## src/rtl/hss_pkg.sv

```systemverilog
package hss_pkg;

    typedef enum logic [2:0] {
        ST_IDLE,
        ST_WAIT_OUT,
        ST_WAIT_IN,
        ST_WAIT_EXIT,
        ST_SETTLE,
        ST_CONFIRM,
        ST_RECHECK
    } hss_state_e;

endpackage

```

## src/rtl/hss_tick_timer.sv

```systemverilog
module hss_tick_timer #(
    parameter int unsigned LIMIT = 100
) (
    input  logic clk,
    input  logic rst_n,
    input  logic clr,
    input  logic tick,
    output logic expire
);
    localparam int unsigned CW = (LIMIT > 1) ? $clog2(LIMIT + 1) : 1;
    localparam logic [CW-1:0] LAST = CW'(LIMIT - 1);

    logic [CW-1:0] cnt_d, cnt_q;

    assign expire = tick && (cnt_q == LAST);

    always_comb begin
        cnt_d = cnt_q;
        if (clr) begin
            cnt_d = '0;
        end else if (tick && (cnt_q != LAST)) begin
            cnt_d = cnt_q + 1'b1;
        end
    end

    always_ff @(posedge clk) begin
        if (!rst_n) begin
            cnt_q <= '0;
        end else begin
            cnt_q <= cnt_d;
        end
    end

    // without a tick the count is frozen
    p_hold_without_tick_r7: assert property (@(posedge clk) disable iff (!rst_n)
        (!tick && !clr) |=> $stable(cnt_q));

    // the count never passes the terminal value
    p_cnt_bound_r6: assert property (@(posedge clk) disable iff (!rst_n)
        cnt_q <= LAST);

endmodule

```

## src/rtl/hss_attempt_ctr.sv

```systemverilog
module hss_attempt_ctr #(
    parameter int unsigned MAX = 20
) (
    input  logic clk,
    input  logic rst_n,
    input  logic clr,
    input  logic inc,
    output logic last
);
    localparam int unsigned AW = (MAX > 1) ? $clog2(MAX + 1) : 1;
    localparam logic [AW-1:0] FINAL = AW'(MAX - 1);

    logic [AW-1:0] cnt_d, cnt_q;

    assign last = (cnt_q == FINAL);

    always_comb begin
        cnt_d = cnt_q;
        if (clr) begin
            cnt_d = '0;
        end else if (inc && !last) begin
            cnt_d = cnt_q + 1'b1;
        end
    end

    always_ff @(posedge clk) begin
        if (!rst_n) begin
            cnt_q <= '0;
        end else begin
            cnt_q <= cnt_d;
        end
    end

    // failed attempts never exceed the limit
    p_attempt_bound_r5: assert property (@(posedge clk) disable iff (!rst_n)
        cnt_q <= FINAL);

endmodule

```

## src/rtl/hblank_sense_sampler.sv

```systemverilog
module hblank_sense_sampler
    import hss_pkg::*;
#(
    parameter int unsigned READS        = 2,
    parameter int unsigned TICK_NS      = 1000,
    parameter int unsigned TIMEOUT_NS   = 10_000_000,
    parameter int unsigned SETTLE_NS    = 100_000,
    parameter int unsigned MAX_ATTEMPTS = 20
) (
    input  logic             clk,
    input  logic             rst_n,
    input  logic             tick,
    input  logic             start,
    input  logic             hblank,
    input  logic             sense,
    output logic [READS-1:0] result_o,
    output logic             done_o,
    output logic             err_o
);
    localparam int unsigned TIMEOUT_TICKS = (TIMEOUT_NS / TICK_NS > 0) ? TIMEOUT_NS / TICK_NS : 1;
    localparam int unsigned SETTLE_TICKS  = (SETTLE_NS / TICK_NS > 0) ? SETTLE_NS / TICK_NS : 1;
    localparam int unsigned IDX_W         = (READS > 1) ? $clog2(READS) : 1;
    localparam logic [IDX_W-1:0] LAST_IDX = IDX_W'(READS - 1);

    typedef struct packed {
        hss_state_e       st;
        logic [IDX_W-1:0] idx;
        logic             base;
        logic             conf;
        logic [READS-1:0] acc;
        logic [READS-1:0] res;
        logic             done;
        logic             err;
    } ctl_t;

    localparam ctl_t CTL_RST = '{
        st:   ST_IDLE,
        idx:  '0,
        base: 1'b0,
        conf: 1'b0,
        acc:  '0,
        res:  '0,
        done: 1'b0,
        err:  1'b0
    };

    ctl_t d, q;
    logic to_exp, st_exp, att_last;
    logic restart, abort, fin, fin_val;

    hss_tick_timer #(.LIMIT(TIMEOUT_TICKS)) u_timeout (
        .clk    (clk),
        .rst_n  (rst_n),
        .clr    (restart),
        .tick   (tick),
        .expire (to_exp)
    );

    hss_tick_timer #(.LIMIT(SETTLE_TICKS)) u_settle (
        .clk    (clk),
        .rst_n  (rst_n),
        .clr    (restart),
        .tick   (tick),
        .expire (st_exp)
    );

    hss_attempt_ctr #(.MAX(MAX_ATTEMPTS)) u_attempts (
        .clk   (clk),
        .rst_n (rst_n),
        .clr   (q.st == ST_SETTLE),
        .inc   (q.st == ST_RECHECK),
        .last  (att_last)
    );

    always_comb begin
        d       = q;
        d.done  = 1'b0;
        abort   = 1'b0;
        fin     = 1'b0;
        fin_val = 1'b0;
        case (q.st)
            ST_IDLE: begin
                if (start) begin
                    d.st  = ST_WAIT_OUT;
                    d.idx = '0;
                    d.acc = '0;
                    d.err = 1'b0;
                end
            end
            ST_WAIT_OUT: begin
                if (!hblank)     d.st  = ST_WAIT_IN;
                else if (to_exp) abort = 1'b1;
            end
            ST_WAIT_IN: begin
                if (hblank)      d.st  = ST_WAIT_EXIT;
                else if (to_exp) abort = 1'b1;
            end
            ST_WAIT_EXIT: begin
                if (!hblank)     d.st  = ST_SETTLE;
                else if (to_exp) abort = 1'b1;
            end
            ST_SETTLE: begin
                if (st_exp) begin
                    d.base = sense;
                    d.st   = ST_CONFIRM;
                end
            end
            ST_CONFIRM: begin
                if (st_exp) begin
                    if (sense == q.base) begin
                        fin     = 1'b1;
                        fin_val = q.base;
                    end else begin
                        d.conf = sense;
                        d.st   = ST_RECHECK;
                    end
                end
            end
            ST_RECHECK: begin
                if (sense == q.conf) d.base = q.conf;
                if (att_last) begin
                    fin     = 1'b1;
                    fin_val = 1'b0;
                end else begin
                    d.st = ST_CONFIRM;
                end
            end
            default: d.st = ST_IDLE;
        endcase

        if (abort) begin
            d.st   = ST_IDLE;
            d.done = 1'b1;
            d.err  = 1'b1;
            d.res  = '0;
        end

        if (fin) begin
            d.acc[q.idx] = fin_val;
            if (q.idx == LAST_IDX) begin
                d.st   = ST_IDLE;
                d.done = 1'b1;
                d.res  = d.acc;
            end else begin
                d.idx = q.idx + 1'b1;
                d.st  = ST_WAIT_OUT;
            end
        end
    end

    assign restart = (d.st != q.st) || (q.st == ST_IDLE);

    always_ff @(posedge clk) begin
        if (!rst_n) begin
            q <= CTL_RST;
        end else begin
            q <= d;
        end
    end

    assign result_o = q.res;
    assign done_o   = q.done;
    assign err_o    = q.err;

    // completion is a single-cycle pulse
    p_done_pulse_r8: assert property (@(posedge clk) disable iff (!rst_n)
        done_o |=> !done_o);

    // the result changes only together with completion
    p_result_stable_r8: assert property (@(posedge clk) disable iff (!rst_n)
        !done_o |-> $stable(result_o));

    // the error flag rises only with completion
    p_err_with_done_r6: assert property (@(posedge clk) disable iff (!rst_n)
        $rose(err_o) |-> done_o);

    // an aborted request reports a cleared result
    p_err_clears_result_r6: assert property (@(posedge clk) disable iff (!rst_n)
        (done_o && err_o) |-> (result_o == '0));

    // a strobe during a request never rewinds the reading index
    p_start_ignored_r9: assert property (@(posedge clk) disable iff (!rst_n)
        (q.st != ST_IDLE && start) |=> (q.st != ST_WAIT_OUT || q.idx != '0 || $past(q.st) == ST_WAIT_OUT));

endmodule

```

## config.mk

```make
export PLATFORM = sky130hd
export DESIGN_NAME = hblank_sense_sampler
export DESIGN_NICKNAME = d
export VERILOG_FILES = /design/src/rtl/hss_pkg.sv /design/src/rtl/hss_tick_timer.sv /design/src/rtl/hss_attempt_ctr.sv /design/src/rtl/hblank_sense_sampler.sv
export SDC_FILE = /design/constraint.sdc
export NUM_CORES = 1
export LEC_CHECK = 0
export BUFFER_PORTS_ARGS = -buffer_cell sky130_fd_sc_hd__buf_4
export CORE_MARGIN = 5
export CORE_UTILIZATION = 45
export CTS_CLUSTER_SIZE = 40
export DETAILED_ROUTE_END_ITERATION = 8
export GPL_ROUTABILITY_DRIVEN = 0
export GPL_TIMING_DRIVEN = 1
export SYNTH_ARGS = -nofsm -noshare
export SYNTH_HDL_FRONTEND = slang
export SYNTH_SLANG_ARGS = --single-unit
```

## constraint.sdc

```tcl
create_clock -name clk -period 4.1 [get_ports clk]
set_input_delay 0.615 -clock clk [delete_from_list [all_inputs] [get_ports clk]]
set_output_delay 0.615 -clock clk [all_outputs]
set_load 0.01 [all_outputs]
```

### Word level (Yosys, flattened, before mapping)

Index checks and enable logic that the tools add are counted.

* flip-flop bits (word level): 38
* latch bits: 0
* memory bits (writable): 0
* ROM bits: 0
* input port bits: 6
* memories: 0

* $add $sub $neg: 4
* $mul: 0
* div/mod/pow operators: 0
* order comparisons: 2
* equality and inequality tests: 16
* shift operators: 0
* muxes and demuxes: 38
* bitwise logic cells: 2
* reduce and logical (&&, ||, !) cells: 18

Operator list (count)
* $mux W3: 9
* $pmux W3 S7: 1
* $mux W1: 17
* $add A14 B1 Y14 const B: 1
* $eq A14 B14 Y1 const B: 1
* $ne A14 B14 Y1 const B: 1
* $mux W4: 3
* $eq A3 B3 Y1 const B: 3
* $add A7 B1 Y7 const B: 1
* $eq A7 B7 Y1 const B: 1
* $ne A7 B7 Y1 const B: 1
* $eq A3 B2 Y1 const B: 2
* $logic_and A1 B1 Y1: 6
* $pmux W1 S2: 3
* $reduce_and A3 Y1: 2
* $reduce_bool A2 Y1: 3
* $reduce_or A2 Y1: 3
* $add A5 B1 Y5 const B: 1
* $eq A5 B5 Y1 const B: 1
* $mux W5: 1
* $mux W2: 2
* $ne A2 B2 Y1 const B: 2
* $eq A3 B1 Y1 const B: 1
* $logic_not A3 Y1: 1
* 11 further kinds: 13

### Longest topological paths before layout

Gate-level depths: netlist of run 1.

* depth after elaboration: 10
* gate-level depth with buffers: 8
* mapped depth without buffers: 7

### Modules after synthesis

Synthesis of run 1 repeated with hierarchy kept, for this count alone.

* cells, all modules: 240
* area total of the unflattened synthesis: 2035.7 sq um

By module, submodules not included
* hblank_sense_sampler: times used 1, cells an instance 94, area an instance 720.7 sq um, seq. area each 220.2 sq um
* hss_tick_timer (u_timeout): times used 1, cells an instance 80, area an instance 688.2 sq um, seq. area each 280.3 sq um
* hss_tick_timer (u_settle): times used 1, cells an instance 40, area an instance 367.9 sq um, seq. area each 140.1 sq um
* hss_attempt_ctr: times used 1, cells an instance 26, area an instance 259.0 sq um, seq. area each 100.1 sq um

### Worst setup path after synthesis of run 1

Ideal clock, no wire load.

* path kind: input to register
* from: input port sense
* to: register u_settle.cnt_q[0]
* library setup time: 89 ps
* data arrival time: 2287 ps
* required time: 4011 ps
* slack: 1724 ps
* stages on the path: 7
* buffers on the path: 1
* path through: ha_1 > or4_4 > a21oi_4 > a41oi_4 > xnor2_2 > buf_6 > nor4_2

* cells in the longest elaborated chain, start to end: 9

RTL lines
* from (decl): RTL line hblank_sense_sampler.sv:15 `input logic sense,`
* $eq A1 B1 Y1 *: RTL line hblank_sense_sampler.sv:110 `if (sense == q.base) begin`
* $mux W3: RTL line hblank_sense_sampler.sv:110
* $mux W3: RTL line hblank_sense_sampler.sv:109 `if (st_exp) begin`
* $pmux W3 S7: RTL line hblank_sense_sampler.sv:81 `case (q.st)`
* $mux W3: RTL line hblank_sense_sampler.sv:131 `if (abort) begin`
* $mux W4 *: RTL line hblank_sense_sampler.sv:138 `if (fin) begin`
* $ne A3 B3 Y1 *: RTL line hblank_sense_sampler.sv:151 `assign restart = (d.st != q.st) || (q.st == ST_IDLE);`
* $logic_or A1 B1 Y1 *: RTL line hblank_sense_sampler.sv:151
* $reduce_or A2 Y1 (no source line) *
* to (signal assigned): RTL line hss_tick_timer.sv:30 `cnt_q <= cnt_d;`
* to (decl): RTL line hss_tick_timer.sv:13 `logic [CW-1:0] cnt_d, cnt_q;`

Mark *: on every way between the ends. The rest lies on a longest branch, timed or not.
A chain may end at the register's enable or synchronous reset.

### Worst setup path after layout of run 1

* from: register u_settle.cnt_q[2]
* to: register u_timeout.cnt_q[1]

* cells in the longest elaborated chain, start to end: 9

RTL lines
* $eq A7 B7 Y1 *: RTL line hss_tick_timer.sv:15 `assign expire = tick && (cnt_q == LAST);`
* $logic_and A1 B1 Y1 *: RTL line hss_tick_timer.sv:15
* $mux W3, on equally long branches: RTL line hblank_sense_sampler.sv:109, hblank_sense_sampler.sv:103
* $pmux W3 S7: RTL line hblank_sense_sampler.sv:81
* $mux W3: RTL line hblank_sense_sampler.sv:131
* $mux W4 *: RTL line hblank_sense_sampler.sv:138
* $ne A3 B3 Y1 *: RTL line hblank_sense_sampler.sv:151
* $logic_or A1 B1 Y1 *: RTL line hblank_sense_sampler.sv:151
* $reduce_or A2 Y1 (no source line) *
* to (signal assigned): RTL line hss_tick_timer.sv:30
* to (decl): RTL line hss_tick_timer.sv:13

Marked as above.

==> flow_metrics.py, run 1 <==
metrics = {
    "power": {
        "pwr-share-seq_pct": 43.1,
        "leakage_nw": 0.822,
        "irDropWorstVdd_mv": 0.220,
        "p_comb_share_pct": 13.3,
        "finalPower_mw": 0.862,
        "powerDensity_nw_per_um2": 355,
        "netSwitchingFraction_pct": 25.3,
        "p_sw_mw": 0.218,
        "p_int_mw": 0.644,
        "p_clk_share_pct": 43.6,
    },
    "cells_and_area": {
        "fillers": 475,
        "final_util_pct": 51.1,
        "drive_gt1_share_pct": 24.7,
        "syn_to_final_growth_pct": 9.30,
        "fin_cells": 302,
        "diodes": 0,
        "final_nets": 244,
    },
    "yosys": {
        "synthCells": 228,
        "synth_seq_cells": 37,
        "synth_top_family_by_area": "simple AND/OR/NAND/NOR gates",
        "seq_area_frac_synth_pct": 33.4,
        "synth_top_area_share_pct": 33.4,
        "synthFlopType": "dfxtp_1",
        "synthMuxAreaShare_pct": 2.25,
        "synth-compound-area-share_pct": 8.28,
        "synthTopCellsByArea": "dfxtp_1, nor4_2, xor2_1",
        "synth_commonest_cells": "dfxtp_1, nand2_1, nor4_2",
        "synth_top_cell_by_area": "dfxtp_1",
        "synth-xor-area-share_pct": 10.6,
        "yosysMostFrequentCell": "dfxtp_1",
        "synth-simple-area-share_pct": 38.0,
        "async_reset_ff_share_pct": 0,
        "synth_warnings": 0,
        "synth_edf_count": 0,
        "synth.net_count": 238,
        "syn_area_um2": 2220,
        "yosysUniqueCellTypes": 58,
        "syn_area_per_cell_um2": 9.74,
        "synth-adder-area-share_pct": 2.25,
    },
    "clock_network": {
        "cts_root_buf": "clkbuf_8",
        "ctsResizeCount": 0,
        "cts-buffers-inserted": 5,
        "clk_path_buf_depth": 2,
        "hold_buffers": 0,
        "clk_latency_ns": 0.29,
        "cts.sinks": 37,
        "clkSlewWorstSetupHoldPaths_ns": 0.07,
        "cts_setup_buffers": 0,
        "h-tree-depth": 2,
        "cts_tree": "done",
    },
    "drt": {
        "routed_wl_um": 4130,
        "drc": 0,
        "vias": 1592,
        "ant_nets": 0,
        "drtIter0Drc": 83,
        "firstDrtPassIters": 4,
        "vias_per_cell": 5.27,
        "wl_per_cell_um": 13.7,
    },
    "global_route": {
        "grt_pass1_vias": 1527,
        "overflow": 0,
        "track_usage_pct": 14.3,
        "grt_pass1_wl_um": 7250,
        "antenna_found_initial": 0,
        "grt_max_degree": 22,
    },
    "placement": {
        "dpl.hpwl_um": 2920,
        "post-place-cells": 294,
        "port_buffers": 9,
    },
    "sta": {
        "max_freq_mhz": 376,
        "rsz0062_at_grt": "no",
        "finalCritPeriodShare_pct": 64.9,
        "hold_violations": 0,
        "maxSlewViolCount": 0,
        "min_period_ns": 2.66,
        "fin_worst_skew_ns": 0.00776,
        "worstMarginPinSlew_ns": 0.690,
        "setup_viol": 0,
        "holdWs_ns": 0.479,
        "slew_headroom_pct": 53.3,
        "fin_tns_setup_ns": 0,
    },
    "setup_path": {
        "cp_slowest_stage_delay_ns": 0.65,
        "cp-end-kind": "flip-flop",
        "r2r_slack_ns": 1.44,
        "cp_slowest_cell": "nor4b_1",
        "cp_max_fo": 14,
        "critPathLaunchType": "flip-flop",
        "cp.arrival_ns": 2.83,
        "crit_chain": "nor4b_1 > nand2_1 > o31a_2 > nand2_1 > buf_4 > nor4_2",
        "cp.required_ns": 4.27,
        "crit_path_frequent_cell": "nand2_1",
        "worstSetupPathType": "reg2reg",
    },
    "floorplanning": {
        "die_w_um": 80.3,
        "start_util_pct": 46.7,
        "die_area_um2": 6440,
        "row_count": 25,
        "fp.dieH_um": 80.3,
        "coreArea_um2": 4750,
        "ios": 10,
    },
    "flow_run": {
        "cap_violations": 0,
    },
    "run_status": {
        "status": "finished, final reports clean",
    },
    "hold_path": {
        "worstHoldPathType": "reg2reg",
    },
}
==> power groups by stage <==
| stage | combinational [mW] | clock [mW] | sequential (mW) |
|---|---|---|---|
| 6_report | 0.114 | 0.376 | 0.372 |
| 4_1_cts | 0.115 | 0.389 | 0.372 |
| 2_1_floorplan | 0.110 | 0 | 0.374 |
| 3_5_place_dp | 0.115 | 0 | 0.380 |
| 5_1_grt | 0.124 | 0.407 | 0.373 |
| 3_3_place_gp | 0.114 | 0 | 0.380 |
==> through the flow <==
stage	area [um^2]	setup WS (ns)
2_1_floorplan	2220	1.72
3_3_place_gp	2290	1.41
3_5_place_dp	2290	1.37
4_1_cts	2430	1.46
5_1_grt	2430	1.19
6_report	2430	1.44
==> metal layers <==
| layer | vias to the layer above | global-route usage [%] | share of wire, % |
|---|---|---|---|
| met4 | 0 | 5.57 | 1.6 |
| li1 | 835 | - | - |
| met5 | - | 0 | 0 |
| met2 | 19 | 22.2 | 44 |
| met1 | 733 | 19.2 | 51 |
| met3 | 5 | 3.25 | 2.7 |
==> cell usage in the layout, fill, tap and decap left out, types with 5 or more instances in the layout <==
cell and n:
nand2_1 25, nand3_1 11, buf_4 12, nor2_1 17
dfxtp_1 37, clkbuf_8 5, xor2_1 16, xnor2_1 9
nand4_1 9, nor4_2 20, mux2i_1 5
==> final timing paths <==
| check | cells past startpoint | endpoint | start |
|---|---|---|---|
| setup / recovery | 6 | u_timeout.cnt_q[1]$_SDFFE_PP0P_ | u_settle.cnt_q[2]$_SDFFE_PP0P_ |
| hold / removal | 2 | err_o$_SDFFE_PN0P_ | err_o$_SDFFE_PN0P_ |
| setup reg to reg | 6 | u_timeout.cnt_q[1]$_SDFFE_PP0P_ | u_settle.cnt_q[2]$_SDFFE_PP0P_ |
| hold reg to reg | 2 | err_o$_SDFFE_PN0P_ | err_o$_SDFFE_PN0P_ |
==> logic make-up (layout without fill, tap and decap cells) <==
family	after synthesis	after routing
AOI/OAI and AO/OA	20	20
adders and majority gates	4	4
muxes	5	5
xor gates and xnor gates	26	26
and+or+nand+nor	119	119
buffers and inverters	17	24
DFF	37	37
==> worst max-delay path: cells and delay by family, from the launching register on <==
| kind | cells | cell delay, ns |
|---|---|---|
| AND/OR/NAND/NOR | 4 | 1.42 |
| AO/OA/AOI/OAI | 1 | 0.43 |
| flip-flops | 1 | 0.36 |
| buffers and inverters | 1 | 0.31 |
==> registers in the layout (all words and copies together) (netlist names) <==
| signal | count |
|---|---|
| u_attempts.cnt_q | 5 |
| done_o | 1 |
| u_timeout.cnt_q | 14 |
| u_settle.cnt_q | 7 |
| result_o | 2 |
| err_o | 1 |
| q | 7 |
==> final cells by class <==
type | count | area, um^2 | area share [%]
Multi-Input combinational cell | 174 | 1360 | 56.2
Sequential cell | 37 | 741 | 30.5
Timing Repair Buffer | 12 | 90.1 | 3.71
Tap cell | 67 | 83.8 | 3.45
Clock buffer | 5 | 68.8 | 2.84
Clock inverter | 3 | 65.1 | 2.68
Inverter | 4 | 15.0 | 0.619
Power figures use the tool's default switching activity.
==> inputs of run 2 (changes only) <==
Settings changed: ABC_AREA set to 1.
Clock period 4.1 ns to 2.24 ns, I/O delays scaled along.
==> run 2 against run 1 <==
Clock skew up 0.0012 ns. Critical path depth up 7. Synthesized cell count is 28% higher. Utilization is 0.86 points higher. Total power increased by 58%. Register-to-register slack worse by 1.1 ns. Sequential power increased by 81%. Flip-flop and latch count stayed put. Final cell count increased by 19%. Largest power group is now registers.
==> flow_metrics.py, run 2 <==
metrics = {
    "clock_network": {
        "clk_path_buf_depth": 2,
        "cts.sinks": 37,
        "cts_root_buf": "clkbuf_8",
        "ctsResizeCount": 0,
        "cts-buffers-inserted": 5,
        "cts_tree": "done",
        "clk_latency_ns": 0.28,
        "clkSlewWorstSetupHoldPaths_ns": 0.08,
        "h-tree-depth": 2,
        "hold_buffers": 0,
        "cts_setup_buffers": 0,
    },
    "power": {
        "netSwitchingFraction_pct": 23.8,
        "pwr-share-seq_pct": 49.4,
        "finalPower_mw": 1.36,
        "irDropWorstVdd_mv": 0.341,
        "p_sw_mw": 0.324,
        "p_clk_share_pct": 42.3,
        "p_comb_share_pct": 8.3,
        "p_int_mw": 1.04,
        "leakage_nw": 0.939,
        "powerDensity_nw_per_um2": 598,
    },
    "drt": {
        "drtIter0Drc": 72,
        "wl_per_cell_um": 10.3,
        "vias_per_cell": 4.66,
        "drc": 0,
        "routed_wl_um": 3700,
        "vias": 1670,
        "ant_nets": 0,
        "firstDrtPassIters": 4,
    },
    "floorplanning": {
        "die_area_um2": 5980,
        "row_count": 24,
        "die_w_um": 77.3,
        "fp.dieH_um": 77.3,
        "start_util_pct": 46.5,
        "ios": 10,
        "coreArea_um2": 4380,
    },
    "cells_and_area": {
        "final_common_cell": "inv_1",
        "fillers": 442,
        "fin_cells": 358,
        "drive_gt1_share_pct": 18.0,
        "syn_to_final_growth_pct": 11.6,
        "final_cell_mix": "inv_1, nand2_1, dfxtp_1",
        "fin_area_um2": 2280,
        "largest_reg_flops": 14,
        "diodes": 0,
        "top_register": "u_timeout.cnt_q",
        "final_nets": 315,
        "top_regs": "u_timeout.cnt_q: 14 flops, q: 7 flops, u_settle.cnt_q: 7 flops",
    },
    "sta": {
        "worstMarginPinSlew_ns": 0.331,
        "setup_viol": 0,
        "rsz0062_at_grt": "no",
        "maxSlewViolCount": 0,
        "slew_headroom_pct": 77.8,
        "min_period_ns": 1.90,
        "fin_tns_setup_ns": 0,
        "max_freq_mhz": 526,
        "hold_violations": 0,
        "fin_worst_skew_ns": 0.00896,
        "finalCritPeriodShare_pct": 84.9,
    },
    "setup_path": {
        "cp_slowest_cell": "dfxtp_1",
        "cp_slowest_stage_delay_ns": 0.37,
        "crit_path_frequent_cell": "nand2_1",
        "critPathLaunchType": "flip-flop",
        "crit_start": "u_settle.cnt_q[0]$_SDFFE_PP0P_",
        "cp_max_fo": 21,
        "worstSetupPathType": "reg2reg",
        "cp.required_ns": 2.42,
        "crit_chain": "ha_1 > nand2_1 > nor2_2 > inv_1 > nor2_1 > nand2_1 > nand3_1 > nand3_2 > nand2_1 > nand2_1 > nand3_2 > buf_12 > nor2_1",
        "cp-end-kind": "flip-flop",
        "cp.arrival_ns": 2.09,
        "reg2reg_from": "u_settle.cnt_q[0]$_SDFFE_PP0P_",
    },
    "yosys": {
        "synthTopCellsByArea": "dfxtp_1, inv_1, nand2_1",
        "synth_top_area_share_pct": 36.3,
        "synth_commonest_cells": "inv_1, nand2_1, dfxtp_1",
        "synth_warnings": 0,
        "syn_area_per_cell_um2": 6.98,
        "synthFlopType": "dfxtp_1",
        "async_reset_ff_share_pct": 0,
        "synth_seq_cells": 37,
        "yosysMostFrequentCell": "inv_1",
        "synth.net_count": 302,
        "synth_top_cell_by_area": "dfxtp_1",
        "seq_area_frac_synth_pct": 36.3,
        "synth_edf_count": 0,
        "synthCells": 292,
        "yosysUniqueCellTypes": 27,
        "syn_area_um2": 2040,
    },
    "run_status": {
        "status": "finished, final reports clean",
    },
    "placement": {
        "dpl.hpwl_um": 2820,
        "postPlaceCellArea_um2": 2160,
        "post-place-cells": 350,
        "port_buffers": 9,
    },
    "global_route": {
        "grt_pass1_vias": 1567,
        "track_usage_pct": 13.4,
        "grt_pass1_wl_um": 6690,
        "grt_max_degree": 22,
        "antenna_found_initial": 0,
        "overflow": 0,
    },
    "hold_path": {
        "worstHoldPathType": "in2reg",
        "hp-start": "rst_n",
    },
    "flow_run": {
        "cap_violations": 0,
    },
}
## run 2: cell count changes after synthesis, sizes merged, moves of 5 or more
| cell | delta |
|---|---|
| nand2 | +23 |
| nand3 | +17 |
| mux2i | -5 |
| nor4 | -21 |
| nor2 | +41 |
| xor2 | -5 |
| inv | +47 |
| xnor2 | -5 |
| o21ai | +10 |
| a21oi | +11 |
| nand4 | -7 |
## run 2: cells by family (layout without fill, tap and decap cells)
| kind of cell | Yosys count | count (layout) | synth area share [%] |
|---|---|---|---|
| adders and majority gates | 4 | 4 | 2.45 |
| xor gates and xnor gates | 16 | 16 | 6.87 |
| and+or+nand+nor | 148 | 148 | 34.5 |
| DFF | 37 | 37 | 36.3 |
| AOI/OAI and AO/OA | 28 | 28 | 7.06 |
| muxes | 2 | 2 | 1.10 |
| buffers and inverters | 57 | 71 | 11.7 |
## run 2: path summary, 6_finish.rpt
path / end / slack [ns] / cells past startpoint
hold reg to reg: result_o[0]$_SDFF_PN0_ / 0.46 / 2
setup / recovery: u_timeout.cnt_q[0]$_SDFFE_PP0P_ / 0.34 / 13
setup reg to reg: u_timeout.cnt_q[0]$_SDFFE_PP0P_ / 0.34 / 13
hold / removal: q[8]$_SDFF_PN0_ / 0.27 / 3
## run 2: metal layers
layer,track usage (%),part of all wire [%],up-vias
met4,4.64,1.1,0
met2,20.5,44,21
met1,18.2,51,716
li1,-,-,928
met3,3.75,3.9,5
met5,0,0,-
## run 2: power groups by stage
stage	logic (mW)	registers (mW)	clock network [mW]
2_1_floorplan	0.0853	0.685	0
3_3_place_gp	0.113	0.687	0
3_5_place_dp	0.113	0.687	0
4_1_cts	0.113	0.672	0.598
5_1_grt	0.128	0.673	0.633
6_report	0.113	0.672	0.576
## run 2: critical path: cells and delay by family (launching register included)
kind,cells,cell delay (ns)
flip-flops,1,0.37
adder cells (fa/ha/maj),1,0.19
buffers and inverters,2,0.24
AND/OR/NAND/NOR,10,0.98
## run 2: final cells by class
cell class / instances / area (um^2) / area share, %
Clock buffer: 5 / 68.8 / 3.02
Inverter: 51 / 191 / 8.41
Sequential cell: 37 / 741 / 32.5
Timing Repair Buffer: 12 / 103 / 4.51
Tap cell: 52 / 65.1 / 2.86
Multi-Input combinational cell: 198 / 1060 / 46.6
Clock inverter: 3 / 46.3 / 2.03
## run 2: stage by stage
| stage | utilization [%] | setup WS, ns | hold WS (ns) |
|---|---|---|---|
| 2_1_floorplan | - | 0.614 | 0.434 |
| 3_3_place_gp | 49.3 | 0.336 | 0.459 |
| 3_5_place_dp | 49.3 | 0.316 | 0.461 |
| 4_1_cts | 51.9 | 0.320 | 0.261 |
| 5_1_grt | 51.9 | 0.116 | 0.279 |
| 6_report | 51.9 | 0.338 | 0.271 |
